==> src/rtl/mclk_pkg.sv <==
`timescale 1ns/1ps
package mclk_pkg;
  // Divisor encoded as N-1: 0 -> /1, 1 -> /2, 2 -> /3, 3 -> /4
  typedef logic [1:0] div_t;

  typedef struct packed {
    div_t a;
    div_t b;
    logic ok;
  } sel_t;

  localparam div_t DIV_RESET = 2'd1;

  function automatic sel_t decode_sel(input logic rng, input logic [2:0] code);
    sel_t s;
    int unsigned c;
    c = int'(code);
    s.ok = 1'b1;
    s.a  = DIV_RESET;
    s.b  = DIV_RESET;
    if (rng) begin
      s.a = div_t'(1 + c / 3);
      s.b = div_t'(1 + c % 3);
    end else if (code[2]) begin
      s.ok = 1'b0;
    end else begin
      s.a = code[1] ? 2'd1 : 2'd0;
      s.b = code[0] ? 2'd0 : 2'd1;
    end
    return s;
  endfunction
endpackage

==> src/rtl/mclk_frame_ctr.sv <==
`timescale 1ns/1ps
module mclk_frame_ctr #(
  parameter int FRAME = 12,
  localparam int W = $clog2(FRAME)
) (
  input  logic         clk,
  input  logic         rst_n,
  output logic [W-1:0] nxt,
  output logic         wrap
);
  localparam logic [W-1:0] LAST = W'(FRAME - 1);
  logic [W-1:0] ph;

  assign wrap = (ph == LAST);
  assign nxt  = wrap ? '0 : ph + 1'b1;

  always_ff @(posedge clk or negedge rst_n) begin
    if (!rst_n) ph <= '0;
    else        ph <= nxt;
  end
endmodule

==> src/rtl/mclk_sel_decode.sv <==
`timescale 1ns/1ps
module mclk_sel_decode
  import mclk_pkg::*;
(
  input  logic       range_sel,
  input  logic [2:0] mode_sel,
  output div_t       div_a,
  output div_t       div_b,
  output logic       ok
);
  sel_t s;
  always_comb begin
    s     = decode_sel(range_sel, mode_sel);
    div_a = s.a;
    div_b = s.b;
    ok    = s.ok;
  end
endmodule

==> src/rtl/mclk_chan.sv <==
`timescale 1ns/1ps
module mclk_chan
  import mclk_pkg::*;
#(
  parameter int W = 4
) (
  input  logic         clk,
  input  logic         rst_n,
  input  logic [W-1:0] nxt,
  input  logic         wrap,
  input  logic         load,
  input  div_t         div_new,
  output div_t         div_q,
  output logic         q,
  output logic         mclk
);
  div_t div_d;
  logic q_d;

  always_comb begin
    div_d = (wrap && load) ? div_new : div_q;
    unique case (div_d)
      2'd0:    q_d = 1'b0;
      2'd1:    q_d = ~nxt[0];
      2'd2:    q_d = ((int'(nxt) % 3) == 0);
      default: q_d = ~nxt[1];
    endcase
  end

  always_ff @(posedge clk or negedge rst_n) begin
    if (!rst_n) begin
      div_q <= DIV_RESET;
      q     <= 1'b0;
    end else begin
      div_q <= div_d;
      q     <= q_d;
    end
  end

  assign mclk = (div_q == 2'd0) ? clk : q;

  p_apply_at_frame_r8: assert property (@(posedge clk) disable iff (!rst_n)
    !$stable(div_q) |-> $past(wrap));
  p_third_pulse_r5: assert property (@(posedge clk) disable iff (!rst_n)
    (div_q == 2'd2 && q) |=> !q);
  p_half_drop_r4: assert property (@(posedge clk) disable iff (!rst_n)
    (div_q == 2'd1 && q) |=> !q);
endmodule

==> src/rtl/audio_mclk_div.sv <==
`timescale 1ns/1ps
module audio_mclk_div
  import mclk_pkg::*;
#(
  parameter int FRAME = 12,  // must be a multiple of 12
  localparam int W = $clog2(FRAME),
  localparam int NCH = 2
) (
  input  logic       ref_clk,
  input  logic       rst_n,
  input  logic       range_sel,
  input  logic [2:0] mode_sel,
  output logic       mclk_a,
  output logic       mclk_b,
  output logic       sel_err
);
  logic [W-1:0] nxt;
  logic         wrap;
  logic         ok;
  div_t         div_new [NCH];
  div_t         div_cur [NCH];
  logic         q       [NCH];
  logic         mclk    [NCH];

  mclk_frame_ctr #(.FRAME(FRAME)) u_frame (
    .clk(ref_clk), .rst_n(rst_n), .nxt(nxt), .wrap(wrap)
  );

  mclk_sel_decode u_dec (
    .range_sel(range_sel), .mode_sel(mode_sel),
    .div_a(div_new[0]), .div_b(div_new[1]), .ok(ok)
  );

  for (genvar i = 0; i < NCH; i++) begin : g_ch
    mclk_chan #(.W(W)) u_ch (
      .clk(ref_clk), .rst_n(rst_n), .nxt(nxt), .wrap(wrap), .load(ok),
      .div_new(div_new[i]), .div_q(div_cur[i]), .q(q[i]), .mclk(mclk[i])
    );
  end

  always_ff @(posedge ref_clk or negedge rst_n) begin
    if (!rst_n) sel_err <= 1'b0;
    else        sel_err <= ~ok;
  end

  assign mclk_a = mclk[0];
  assign mclk_b = mclk[1];

  p_err_holds_sel_r9: assert property (@(posedge ref_clk) disable iff (!rst_n)
    sel_err |-> ($stable(div_cur[0]) && $stable(div_cur[1])));
  p_same_div_aligned_r7: assert property (@(posedge ref_clk) disable iff (!rst_n)
    (div_cur[0] == div_cur[1] && div_cur[0] != 2'd0) |-> (q[0] == q[1]));
  p_low_in_reset_r1: assert property (@(posedge ref_clk)
    !rst_n |-> (!mclk_a && !mclk_b && !sel_err));
endmodule

==> config.mk <==
export PLATFORM = sky130hd
export DESIGN_NAME = audio_mclk_div
export DESIGN_NICKNAME = d
export VERILOG_FILES = /design/src/rtl/mclk_pkg.sv /design/src/rtl/mclk_frame_ctr.sv /design/src/rtl/mclk_sel_decode.sv /design/src/rtl/mclk_chan.sv /design/src/rtl/audio_mclk_div.sv
export SDC_FILE = /design/constraint.sdc
export NUM_CORES = 1
export LEC_CHECK = 0
export BUFFER_PORTS_ARGS = -buffer_cell sky130_fd_sc_hd__buf_4
export CORE_MARGIN = 4
export CORE_UTILIZATION = 45
export CTS_BUF_LIST = sky130_fd_sc_hd__clkbuf_4 sky130_fd_sc_hd__clkbuf_8
export DETAILED_ROUTE_END_ITERATION = 6
export PLACE_DENSITY_LB_ADDON = 0.25
export SKIP_LAST_GASP = 1
export SLEW_MARGIN = 15
export SYNTH_ARGS = -nofsm -noshare
export SYNTH_HDL_FRONTEND = slang
export SYNTH_HIERARCHICAL = 1
export SYNTH_SLANG_ARGS = --single-unit
==> constraint.sdc <==
create_clock -name ref_clk -period 3.1 [get_ports ref_clk]
set_input_delay 0.155 -clock ref_clk [delete_from_list [all_inputs] [get_ports ref_clk]]
set_output_delay 0.155 -clock ref_clk [all_outputs]
set_load 0.02 [all_outputs]
==> impl_metrics.toml <==
[outcome]
status = "finished clean"

[global_routing]
grt_start_max_net_pins = 12
grt_usage = 0.1637
initial_antenna_violation_count = 0
globalRouteOverflowTotal = 0
via_count_of_the_first_global_routing_pass = 1083
grt_pass1_wl_mm = 4.305

[setup_path]
critical_path.startpoint_type = "register"
timing.critical_path.slowest_stage_cell = "dfrtp_1"
worst-endpoint-required_ns = 3.40
crit_buf_inv = 0
worst_path_largest_cell_delay_ns = 0.41
worstPathArrival_ns = 3.20
timing.critical_path.max_delay_family = "compound AO/OA/AOI/OAI gates"
worst-setup-path-type = "reg2reg"
worst_setup_path_end_kind = "register"
sequence_of_cells_on_the_critical_path = "ha_2, nand2b_4, nand3_2, o21ai_4, and2b_2, ha_1, ha_2, a211oi_4, nand2_1, o21ai_2, ha_2, nor2b_2, a2bb2oi_2, o22ai_1, o41ai_2"
critical_path.max_fanout = 7
most_common_cell_type_on_the_critical_path = "ha_2"

[cells_and_area]
syn2layout_area_growth_pct = 26.50
drive_above_1_share = 0.4294
diodes = 0
finalNetCount = 180
utilization_after_layout = 0.6021

[synth]
synth-edff-count = 0
synth-simple-area-share = 0.2334
postSynthAreaPerCell_um2 = 9.014
synth_flop_cell = "dfrtp_1"
synthXorXnorAreaFrac = 0
synth-seq-area-share = 0.2334
synth_area_leaders = "dfrtp_1 (19%), ha_1 (11%), mux2i_1 (7.6%), mux2_2 (5.7%), dfstp_2 (4.4%)"
number_of_nets_in_the_synthesized_netlist = 148
post_synth_mux_area_share = 0.1325
synth_area_leader_cell = "dfrtp_1"
post_synth_fa_ha_maj_area_fraction = 0.1052
netlist_area_um2 = 1190
synthesis.yosys.warnings = 6
netlist_instances = 132
synth_largest_type_area_fraction = 0.1893
synth-async-reset-ratio = 1.000
synth-compound-area-share = 0.2471
synth_top_family_by_area = "compound AO/OA/AOI/OAI gates"
netlist-cell-type-count = 37
synth-seq-cells = 11

[clock_network]
cts_tree = "yes"
clk_pin_slew_worst_paths_ns = 0.07
insertion_delay_to_the_later_sink_of_the_worst_skew_pair_ns = 0.39

[power_and_ir_drop]
total_leakage_power_nw = 0.6788
fin_total_pwr_mw = 0.4292
power_report.internal_total_mw = 0.3073
comb_power_share = 0.131
p_clk_frac = 0.501
cellPowerDensity_nw_per_um2 = 285.2
switchingPower_mw = 0.1219
vdd.ir_drop.worst_v = 0.0002002
netSwitchingFraction = 0.2840
p_seq_frac = 0.367

[timing]
slew-limit-headroom = 0.8414
grt_setup_unrepaired = "true"
hold_viol = 0
report.final.slew_viol_count = 0
final.setup_skew_ns = 0.001867
final.period_utilization = 0.9376
setup_tns_ns = 0
fmax_mhz = 344.1
final_period_minus_worst_setup_slack_ns = 2.907
worst-slew-pin-transition_ns = 0.2353
setup_violations = 0

[placed_design]
dp_hpwl_mm = 1.958
io_buffer_count = 8
gp_congestion = 0.8363

[detailed_routing]
postRouteWirelength_mm = 2.511
detail_route.first_pass.iterations = 4
routed_via_density = 5.389
drt.antenna.violating_nets = 0
post_drt_wl_per_cell_um = 13.01
detailroute.via_count = 1040
drtIter0Drc = 32
post-route-drc-count = 0

[floorplanning]
core_region_area_um2 = 2500
die_width_um = 59.42
die-area_um2 = 3531
initial_core_util = 0.4760
fp-row-count = 18
die-height_um = 59.42
ioPinCount = 9

[flow_run]
maximum_capacitance_violations = 0

[hold_path]
worstHoldPathType = "in2reg"
tightest hold or removal path: stages:
cell and delay, ns:
buf_4 0.12, nand2b_1 0.12, inv_1 0.07
cells by family (layout without fill, tap and decap cells):
family | Yosys count | in the layout
compound gates | 34 | 34
fa+ha+maj | 10 | 10
buf+inv | 14 | 45
flops | 11 | 11
mux | 15 | 15
simple gates | 48 | 48
layout make-up:
type | instances | area [um2]
Sequential cell | 11 | 277.8
Clock buffer | 9 | 67.56
Multi-Input combinational cell | 107 | 889.6
Timing Repair Buffer | 25 | 190.2
Fill cell | 223 | 994.7
Tap cell | 30 | 37.54
Clock inverter | 1 | 5.005
Inverter | 10 | 37.54
per-layer routing:
| layer | GRT usage | part of all wire | vias to the layer above |
|---|---|---|---|
| met1 | 0.1784 | 0.44 | 486 |
| met2 | 0.2730 | 0.51 | 16 |
| met5 | 0 | 0 | - |
| li1 | - | - | 532 |
| met4 | 0.1165 | 0.020 | 0 |
| met3 | 0.04139 | 0.031 | 6 |
synthesized netlist by cell type (2+ instances only):
cell type	number
inv_2	2
dfstp_2	2
nor2_2	3
o41ai_2	2
a21oi_2	2
a211oi_4	2
and2b_1	4
or2b_1	2
o22ai_1	2
nand3_1	5
ha_1	10
and2b_4	2
nand2_1	11
dfrtp_1	9
a21oi_1	5
inv_1	8
nor3_1	2
nand2b_1	8
o21a_1	2
nor2b_1	4
mux2i_1	9
o2111ai_1	2
o21ai_0	4
o21ai_1	3
clkbuf_2	2
a2bb2oi_2	2
o21bai_1	2
buf_2	2
nor2_1	5
mux2_2	6
a22oi_1	2
layout by cell type, fill, tap and decap left out, types with 3 or more instances in the layout:
master | synthesis | routed
buf_4 | 0 | 26
nand2_1 | 11 | 11
mux2i_1 | 9 | 9
dfrtp_1 | 9 | 9
inv_1 | 8 | 8
nand2b_1 | 8 | 8
clkbuf_4 | 0 | 7
mux2_2 | 6 | 6
nor2_1 | 5 | 5
a21oi_1 | 5 | 5
nand3_1 | 5 | 5
ha_1 | 10 | 5
ha_2 | 0 | 5
and2b_1 | 4 | 3
nor2b_1 | 4 | 3
o21ai_0 | 4 | 3
nor2_2 | 3 | 3
power groups by stage:
stage               registers (mW)  logic [mW]  clock network, mW
finish                       0.158      0.0563              0.215
global route                 0.159      0.0625              0.234
floorplan                    0.161      0.0367             0.0252
global placement             0.160      0.0537             0.0393
detailed placement           0.161      0.0556             0.0393
CTS                          0.158      0.0568              0.226
path summary, 6_finish.rpt:
kind                                       start                    end  slack, ns  cells past startpoint
setup / recovery                   u_frame/ph[0]         g_ch[0].u_ch/q       0.19                     15
hold / removal                       mode_sel[2]                sel_err       0.11                      3
setup reg to reg                   u_frame/ph[0]         g_ch[0].u_ch/q       0.19                     15
hold reg to reg            g_ch[0].u_ch/div_q[1]  g_ch[0].u_ch/div_q[1]       0.58                      1
max in group asynchronous                  rst_n  g_ch[1].u_ch/div_q[0]       2.73                      2
min in group asynchronous                  rst_n                sel_err       0.15                      2
flip-flops by register name, summed over array words and instances (netlist names):
signal / flops
g_ch.u_ch/q: 2
u_frame/ph: 4
sel_err: 1
g_ch.u_ch/div_q: 4
stage by stage:
step	cell area (um2)	setup WS (ns)	hold WS [ns]	std cells
6_report	1505	0.1935	0.1109	193
5_1_grt	1505	-0.01658	0.1447	193
4_1_cts	1465	0.03438	0.09934	190
3_5_place_dp	1390	-0.01874	-0.002542	181
3_3_place_gp	1390	0.1107	-0.003159	181
2_1_floorplan	1200	0.02152	-0.1406	132
timing repair:
item / in CTS / in global routing
pin swaps: 1 / 6
endpoints found under the setup margin: 2 / 2
resized for setup: 3 / 5
hold buffers: 1 / 0
cloned: 0 / 0
setup buffers: 0 / 3
hold endpoints to repair: 11 / 0
Note: power is estimated with default switching activity, not from simulation.
